--- config.mk ---
export PLATFORM = sky130hd
export DESIGN_NAME = tbx_exchange_ctrl
export DESIGN_NICKNAME = d
export VERILOG_FILES = /design/src/rtl/tbx_pkg.sv /design/src/rtl/tbx_triple_set.sv /design/src/rtl/tbx_cfg_regs.sv /design/src/rtl/tbx_exchange_ctrl.sv
export SDC_FILE = /design/constraint.sdc
export NUM_CORES = 1
export LEC_CHECK = 0
export BUFFER_PORTS_ARGS = -buffer_cell sky130_fd_sc_hd__buf_2
export CAP_MARGIN = 20
export CORE_ASPECT_RATIO = 0.5
export CORE_MARGIN = 2
export CORE_UTILIZATION = 45
export CTS_BUF_LIST = sky130_fd_sc_hd__clkbuf_16
export CTS_CLUSTER_SIZE = 20
export DETAILED_ROUTE_END_ITERATION = 8
export GPL_ROUTABILITY_DRIVEN = 0
export PLACE_DENSITY = 0.77
export SYNTH_ARGS = -nofsm -noshare
export SYNTH_HDL_FRONTEND = slang
export SYNTH_HIERARCHICAL = 1
export SYNTH_SLANG_ARGS = --single-unit
--- constraint.sdc ---
create_clock -name clk -period 3.8 [get_ports clk]
set_input_delay 0.19 -clock clk [delete_from_list [all_inputs] [get_ports clk]]
set_output_delay 0.19 -clock clk [all_outputs]
set_load 0.02 [all_outputs]
--- src/rtl/tbx_pkg.sv ---
package tbx_pkg;

    localparam int PTR_W = 8;

    typedef logic [PTR_W-1:0] seg_ptr_t;

    typedef struct packed {
        seg_ptr_t d;
        seg_ptr_t n;
        seg_ptr_t u;
    } ptr_set_t;

    localparam logic [7:0] STAT_LOW  = 8'h08;
    localparam logic [7:0] STAT_HIGH = 8'h0A;

    function automatic logic len_ok(input logic [7:0] v, input int unsigned max_len);
        return (32'(v) <= max_len);
    endfunction

    function automatic logic status_ok(input logic [7:0] v);
        return (v == STAT_LOW) || (v == STAT_HIGH);
    endfunction

    function automatic logic set_distinct(input ptr_set_t s);
        return (s.d != s.n) && (s.n != s.u) && (s.d != s.u);
    endfunction

endpackage

--- src/rtl/tbx_triple_set.sv ---
module tbx_triple_set
    import tbx_pkg::*;
#(
    parameter bit PROT_IS_PRODUCER = 1'b0
) (
    input  logic     clk,
    input  logic     rst,
    input  ptr_set_t cfg,
    input  logic     prot_req,
    input  logic     app_req,
    output ptr_set_t ptrs,
    output logic     n_valid
);

    logic app_pend;
    logic app_go;

    // Protocol side always wins; the application request waits one cycle.
    assign app_go = (app_req | app_pend) & ~prot_req;

    always_ff @(posedge clk) begin
        if (rst) begin
            ptrs     <= cfg;
            n_valid  <= 1'b0;
            app_pend <= 1'b0;
        end else begin
            app_pend <= (app_req | app_pend) & prot_req;
            if (prot_req) begin
                if (PROT_IS_PRODUCER) begin
                    ptrs.d  <= ptrs.n;
                    ptrs.n  <= ptrs.d;
                    n_valid <= 1'b1;
                end else if (n_valid) begin
                    ptrs.d  <= ptrs.n;
                    ptrs.n  <= ptrs.d;
                    n_valid <= 1'b0;
                end
            end else if (app_go) begin
                if (!PROT_IS_PRODUCER) begin
                    ptrs.u  <= ptrs.n;
                    ptrs.n  <= ptrs.u;
                    n_valid <= 1'b1;
                end else if (n_valid) begin
                    ptrs.u  <= ptrs.n;
                    ptrs.n  <= ptrs.u;
                    n_valid <= 1'b0;
                end
            end
        end
    end

    assert_reset_load_R1: assert property (@(posedge clk)
        rst |=> (!n_valid && ptrs == $past(cfg)));

    assert_ptrs_distinct_R8: assert property (@(posedge clk) disable iff (rst)
        set_distinct(ptrs) |=> set_distinct(ptrs));

    assert_collision_defer_R7: assert property (@(posedge clk) disable iff (rst)
        (prot_req && app_req) |=> $stable(ptrs.u));

    generate
        if (PROT_IS_PRODUCER) begin : g_prot_prod
            assert_prot_sets_valid_R5: assert property (@(posedge clk) disable iff (rst)
                prot_req |=> n_valid);
            assert_app_idle_fetch_R6: assert property (@(posedge clk) disable iff (rst)
                (app_go && !n_valid) |=> ($stable(ptrs) && !n_valid));
        end else begin : g_app_prod
            assert_app_sets_valid_R2: assert property (@(posedge clk) disable iff (rst)
                app_go |=> n_valid);
            assert_prot_resend_R4: assert property (@(posedge clk) disable iff (rst)
                (prot_req && !n_valid) |=> $stable(ptrs.d));
            assert_prot_clears_R3: assert property (@(posedge clk) disable iff (rst)
                (prot_req && n_valid) |=> (!n_valid && ptrs.d == $past(ptrs.n)));
        end
    endgenerate

endmodule

--- src/rtl/tbx_cfg_regs.sv ---
module tbx_cfg_regs
    import tbx_pkg::*;
#(
    parameter int unsigned MAX_LEN = 246,
    parameter int unsigned LEN_W   = 8
) (
    input  logic             clk,
    input  logic             rst,
    input  logic             len_wr,
    input  logic             len_sel,
    input  logic [LEN_W-1:0] len_wdata,
    input  logic             stat_wr,
    input  logic [7:0]       stat_wdata,
    output logic [LEN_W-1:0] rep_len,
    output logic [LEN_W-1:0] ind_len,
    output logic [7:0]       resp_status
);

    logic len_accept;
    assign len_accept = len_wr && (32'(len_wdata) <= MAX_LEN);

    always_ff @(posedge clk) begin
        if (rst) begin
            rep_len     <= '0;
            ind_len     <= '0;
            resp_status <= STAT_LOW;
        end else begin
            if (len_accept && !len_sel) rep_len <= len_wdata;
            if (len_accept &&  len_sel) ind_len <= len_wdata;
            if (stat_wr && status_ok(stat_wdata)) resp_status <= stat_wdata;
        end
    end

    assert_len_in_range_R9: assert property (@(posedge clk) disable iff (rst)
        (32'(rep_len) <= MAX_LEN) && (32'(ind_len) <= MAX_LEN));

    assert_len_reject_R9: assert property (@(posedge clk) disable iff (rst)
        (len_wr && 32'(len_wdata) > MAX_LEN) |=> ($stable(rep_len) && $stable(ind_len)));

    assert_status_legal_R10: assert property (@(posedge clk) disable iff (rst)
        (resp_status == STAT_LOW) || (resp_status == STAT_HIGH));

endmodule

--- src/rtl/tbx_exchange_ctrl.sv ---
module tbx_exchange_ctrl
    import tbx_pkg::*;
#(
    parameter int unsigned MAX_LEN = 246,
    parameter int unsigned LEN_W   = 8
) (
    input  logic             clk,
    input  logic             rst,
    input  logic [7:0]       cfg_rep_d,
    input  logic [7:0]       cfg_rep_n,
    input  logic [7:0]       cfg_rep_u,
    input  logic [7:0]       cfg_ind_d,
    input  logic [7:0]       cfg_ind_n,
    input  logic [7:0]       cfg_ind_u,
    input  logic             app_rep_swap,
    input  logic             prot_rep_fetch,
    input  logic             prot_ind_swap,
    input  logic             app_ind_fetch,
    input  logic             len_wr,
    input  logic             len_sel,
    input  logic [LEN_W-1:0] len_wdata,
    input  logic             stat_wr,
    input  logic [7:0]       stat_wdata,
    output logic [7:0]       rep_d,
    output logic [7:0]       rep_n,
    output logic [7:0]       rep_u,
    output logic [7:0]       ind_d,
    output logic [7:0]       ind_n,
    output logic [7:0]       ind_u,
    output logic [7:0]       acc_flags,
    output logic [LEN_W-1:0] rep_len,
    output logic [LEN_W-1:0] ind_len,
    output logic [7:0]       resp_status
);

    localparam int REP_VALID_BIT = 6;
    localparam int IND_VALID_BIT = 7;

    ptr_set_t rep_cfg, ind_cfg, rep_ptrs, ind_ptrs;
    logic     rep_valid, ind_valid;

    assign rep_cfg = '{d: cfg_rep_d, n: cfg_rep_n, u: cfg_rep_u};
    assign ind_cfg = '{d: cfg_ind_d, n: cfg_ind_n, u: cfg_ind_u};

    // Input data: application produces, protocol consumes.
    tbx_triple_set #(.PROT_IS_PRODUCER(1'b0)) rep_set_i (
        .clk(clk), .rst(rst), .cfg(rep_cfg),
        .prot_req(prot_rep_fetch), .app_req(app_rep_swap),
        .ptrs(rep_ptrs), .n_valid(rep_valid)
    );

    // Output data: protocol produces, application consumes.
    tbx_triple_set #(.PROT_IS_PRODUCER(1'b1)) ind_set_i (
        .clk(clk), .rst(rst), .cfg(ind_cfg),
        .prot_req(prot_ind_swap), .app_req(app_ind_fetch),
        .ptrs(ind_ptrs), .n_valid(ind_valid)
    );

    tbx_cfg_regs #(.MAX_LEN(MAX_LEN), .LEN_W(LEN_W)) cfg_regs_i (
        .clk(clk), .rst(rst),
        .len_wr(len_wr), .len_sel(len_sel), .len_wdata(len_wdata),
        .stat_wr(stat_wr), .stat_wdata(stat_wdata),
        .rep_len(rep_len), .ind_len(ind_len), .resp_status(resp_status)
    );

    assign rep_d = rep_ptrs.d;
    assign rep_n = rep_ptrs.n;
    assign rep_u = rep_ptrs.u;
    assign ind_d = ind_ptrs.d;
    assign ind_n = ind_ptrs.n;
    assign ind_u = ind_ptrs.u;

    always_comb begin
        acc_flags                = '0;
        acc_flags[REP_VALID_BIT] = rep_valid;
        acc_flags[IND_VALID_BIT] = ind_valid;
    end

    assert_flags_low_zero_R11: assert property (@(posedge clk) disable iff (rst)
        acc_flags[5:0] == 6'd0);

endmodule

[Word-level counts from Yosys, hierarchy flattened]
Index checks and enable logic that the tools add are counted.
Word-level totals
  bits in registers: 76
  output and inout bits: 80
Operators by class
  $lt $le $gt $ge: 1
  eq/ne operators: 5
  multiplexer cells: 14
  bitwise logic cells: 8
  reduce and logical (&&, ||, !) cells: 22
Operators with widths (count)
  16-bit 2-to-1 mux: 4
  24-bit 2-to-1 mux: 2
  8-bit 2-to-1 mux: 6
  8-bit by 4-bit == test with 1-bit output, second input constant: 2
  2-bit nonzero test: 7
  3-bit nonzero test: 3
  8-bit <= comparator, second input constant: 1
  2-bit AND reduction: 4
  1-bit AND: 4
  1-bit logical AND: 4
  2-bit != test, second input constant: 2
  3-bit by 2-bit != test with 1-bit output, second input constant: 1
  3-bit AND reduction: 1
  1-bit 2-to-1 mux: 2
  1-bit NOT: 2
  1-bit OR: 2
  2-bit OR reduction: 1
  1-bit zero test: 1
  1-bit logical OR: 1

[Logic depth before layout (Yosys ltp)]
  depth in word-level cells: 5
  gate-level depth with buffers: 4
  depth with buffers taken out: 3

[Hierarchy]
The synthesis kept the hierarchy.
By module, submodules not included
  tbx_triple_set at rep_set_i: instances 1, cells each 106, area an instance 1223.7 um2
  tbx_triple_set at ind_set_i: instances 1, cells each 105, area an instance 1172.4 um2
  tbx_cfg_regs: instances 1, cells each 86, area an instance 1014.7 um2
  tbx_exchange_ctrl: instances 1, cells each 9, area an instance 63.8 um2

[Least setup slack after synthesis]
OpenSTA, ideal clock, no wires.
  kind: in2reg
  start point: input prot_rep_fetch
  end point: register rep_set_i/ptrs[10] (netlist bit) (enable)
  setup time: 0.375 ns
  data arrival time: 0.894 ns
  data required time: 3.425 ns
  setup slack: 2.532 ns
  stages on the path: 4
  path through: buf_6 buf_12 nor3_1 o21bai_1
Between the ends
  cells in the longest elaborated chain, start to end: 4
RTL lines
  from (decl): RTL line tbx_exchange_ctrl.sv:16  | input logic prot_rep_fetch,
  1-bit NOT: RTL line tbx_triple_set.sv:19  | assign app_go = (app_req | app_pend) & ~prot_req;
  1-bit AND: RTL line tbx_triple_set.sv:19
  3-bit nonzero test (no line)
  2-bit AND reduction (no line) (*)
  to (signal assigned): RTL line tbx_triple_set.sv:23  | ptrs <= cfg;
  to (decl): RTL line tbx_triple_set.sv:11  | output ptr_set_t ptrs,
Mark *: on every way between the ends. The rest lies on a longest branch, timed or not.
A chain may end at the register's enable or synchronous reset.

[Final worst setup path]
  start point: input rst
  end point: register ind_set_i/ptrs[13] (netlist bit) (enable)
Between the ends
  cells in the longest elaborated chain, start to end: 2
RTL lines
  from (decl): RTL line tbx_exchange_ctrl.sv:8  | input logic rst,
  3-bit nonzero test (no line)
  2-bit AND reduction (no line) (*)
  to (signal assigned): RTL line tbx_triple_set.sv:23
  to (decl): RTL line tbx_triple_set.sv:11
Marked as above.

==> metrics.csv <==
metric,value,unit
status,finished clean,
fin_crit_sh,44.8,%
grt-ovfl-total,0,
finalCriticalPeriod,1.70,ns
antenna_cells,0,
startpoint,rst,
grt_pass1_wl,11900,µm
yosysSeqAreaShare,57.6,%
dieWidth,128,µm
grt_pass1_vias,2514,
r2r_slack,2.24,ns
syn_area_per_cell,11.4,µm²
cts_inserted_buffers,9,
antenna_found_initial,0,
finalSetupViolations,0,
insertion_delay,0.33,ns
io_pins,153,
portBuffers,146,
r2r-start,ind_set_i/app_pend,
crit_type,in -> reg,
slew_viol_final,0,
synth.yosys.warnings,6,
clk_path_buf_depth,2,
cp.arrival,1.68,ns
timing.slew.headroom,42.7,%
layoutNonFillerInstCount,548,
path_clk_slew,0.05,ns
ir_drop,0.274,mV
rows,22,
synth_cells,306,
post-place-cells,532,
num_vias,2621,
area_growth,29.3,%
die_y,66.1,µm
worstPathRequired,3.78,ns
htree_levels,3,
worstPathMaxFanout,47,
drc,0,
wl_per_cell,14.0,µm
finalClockSkew,0.00379,ns
postRouteAntennaNets,0,
viasPerCell,4.78,
cts_sinks,76,
hp-class,in -> reg,
tightest_slew,0.858,ns
drtIter0Drc,112,
fillers,639,
hold_viol_final,0,
fin_setup_tns,0,ns
nets,520,
critPathLaunchType,primary input,
root_buffer,clkbuf_16,
multi_input_area,1320,µm²
cts_resized,0,
track_usage,18.9,%
rsz0062_at_grt,no,
ys_seq_elements,76,
synthesis.area,3470,µm²
grt_start_max_net_pins,48,
worstSetupEndpointType,register,
initial_utilization,46.9,%
max-cap-violations,0,
synth_cell_types,34,
regArea,2000,µm²
coreArea,7400,µm²
fmaxAchievable,0.588,GHz
cts_tree,done,
drt-total-wl,7680,µm
cts_setup_buffers,0,
first_pass_iters,4,
hp-start,stat_wdata[1],
dp_hpwl,5710,µm
hold_buffers,0,
power.leakage,2.20,nW
drive_gt1_share,38.1,%
powerDensity,488,nW/µm²
die-area,8480,µm²
==> power by group <==
group          internal [mW]  switching, mW
Combinational          0.129          0.212
Sequential             0.963         0.0402
Clock                  0.539          0.309
Total                   1.63          0.562
==> cell type report <==
cell class	count	area share, %
Inverter	2	0.167
Clock buffer	10	5.57
Sequential cell	76	44.6
Tap cell	96	2.67
Timing Repair Buffer	148	16.6
Clock inverter	6	1.14
Multi-Input combinational cell	210	29.3
==> layout by cell type (no fill, tap or decap), drive strengths merged, types with 10 or more instances in the layout <==
cell type and instances:
buf 148, nand2b 36, nand2 80, clkbuf 10, mux2i 32, dfxtp 28
o21ai 17, edfxtp 48
==> critical path, stage by stage <==
cell and delay, ns:
buf_2 0.55, or2_1 0.47, nand2b_1 0.45
==> metal layers <==
layer / up-vias / routed length, µm / global-route usage, %
met5: - / 0 / 0
met4: 0 / 126 / 6.59
met3: 15 / 539 / 8.50
met2: 90 / 3720 / 32.4
met1: 1204 / 3290 / 21.2
li1: 1312 / - / -
==> Yosys cell counts <==
| library cell | number | share of area, % |
|---|---|---|
| or3b_1 | 1 | 0.25 |
| nand4_4 | 1 | 0.61 |
| o21ai_1 | 5 | 0.72 |
| edfxtp_1 | 48 | 41 |
| buf_2 | 8 | 1.2 |
| or2b_1 | 6 | 1.3 |
| dfxtp_1 | 28 | 16 |
| buf_4 | 9 | 1.9 |
| nor3_1 | 4 | 0.58 |
| nand2b_1 | 33 | 5.9 |
| nor3b_2 | 1 | 0.36 |
| a21o_1 | 1 | 0.22 |
| nor3b_1 | 1 | 0.22 |
| a32oi_4 | 2 | 1.6 |
| a21bo_2 | 1 | 0.29 |
| nor4b_2 | 2 | 0.86 |
| nand3_1 | 2 | 0.29 |
| and2_1 | 6 | 1.1 |
| buf_12 | 1 | 0.58 |
| or2_1 | 1 | 0.18 |
| clkbuf_1 | 2 | 0.22 |
| a21oi_1 | 2 | 0.29 |
| mux2i_1 | 32 | 9.2 |
| o21bai_1 | 3 | 0.65 |
| buf_6 | 3 | 0.97 |
| nor2b_1 | 1 | 0.18 |
| o21ai_0 | 12 | 1.7 |
| nand2_1 | 80 | 8.6 |
| nor2_1 | 2 | 0.22 |
| inv_1 | 2 | 0.22 |
| and3b_4 | 1 | 0.36 |
| nand2b_4 | 3 | 1.2 |
| conb_1 | 1 | 0.11 |
| a21oi_2 | 1 | 0.25 |
==> flip-flops by register name, indices dropped and copies added, names as in the netlist <==
register / flops
cfg_regs_i/resp_status: 8
rep_set_i/ptrs: 24
ind_set_i/ptrs: 24
rep_set_i/app_pend: 1
ind_set_i/app_pend: 1
ind_set_i/n_valid: 1
cfg_regs_i/rep_len: 8
rep_set_i/n_valid: 1
cfg_regs_i/ind_len: 8
==> metrics by stage <==
stage / hold slack [ns] / power, mW / cell area (µm²) / setup WS (ns) / utilization, %
floorplan: 0.335 / 1.24 / 3490 / 2.53 / -
global placement: 0.418 / 1.36 / 4190 / 1.85 / 56.6
detailed placement: 0.421 / 1.36 / 4190 / 1.74 / 56.6
CTS: 0.0974 / 2.21 / 4490 / 2.09 / 60.7
global route: 0.113 / 2.29 / 4490 / 1.97 / 60.7
finish: 0.109 / 2.19 / 4490 / 2.10 / 60.7
==> worst paths after layout <==
check                                    to  cells after the start
setup reg to reg          ind_set_i/ptrs[1]                      2
hold reg to reg   cfg_regs_i/resp_status[3]                      1
hold / removal    cfg_regs_i/resp_status[1]                      3
setup / recovery         ind_set_i/ptrs[13]                      3
==> logic make-up after synthesis <==
group	count (synthesis)	share of synthesized area, %
and+or+nand+nor	145	22.3
DFF	76	57.6
muxes	32	9.22
AOI/OAI and AO/OA	27	5.73
buffers and inverters	25	5.08
other	1	0.108
(Power assumes the default switching activity.)
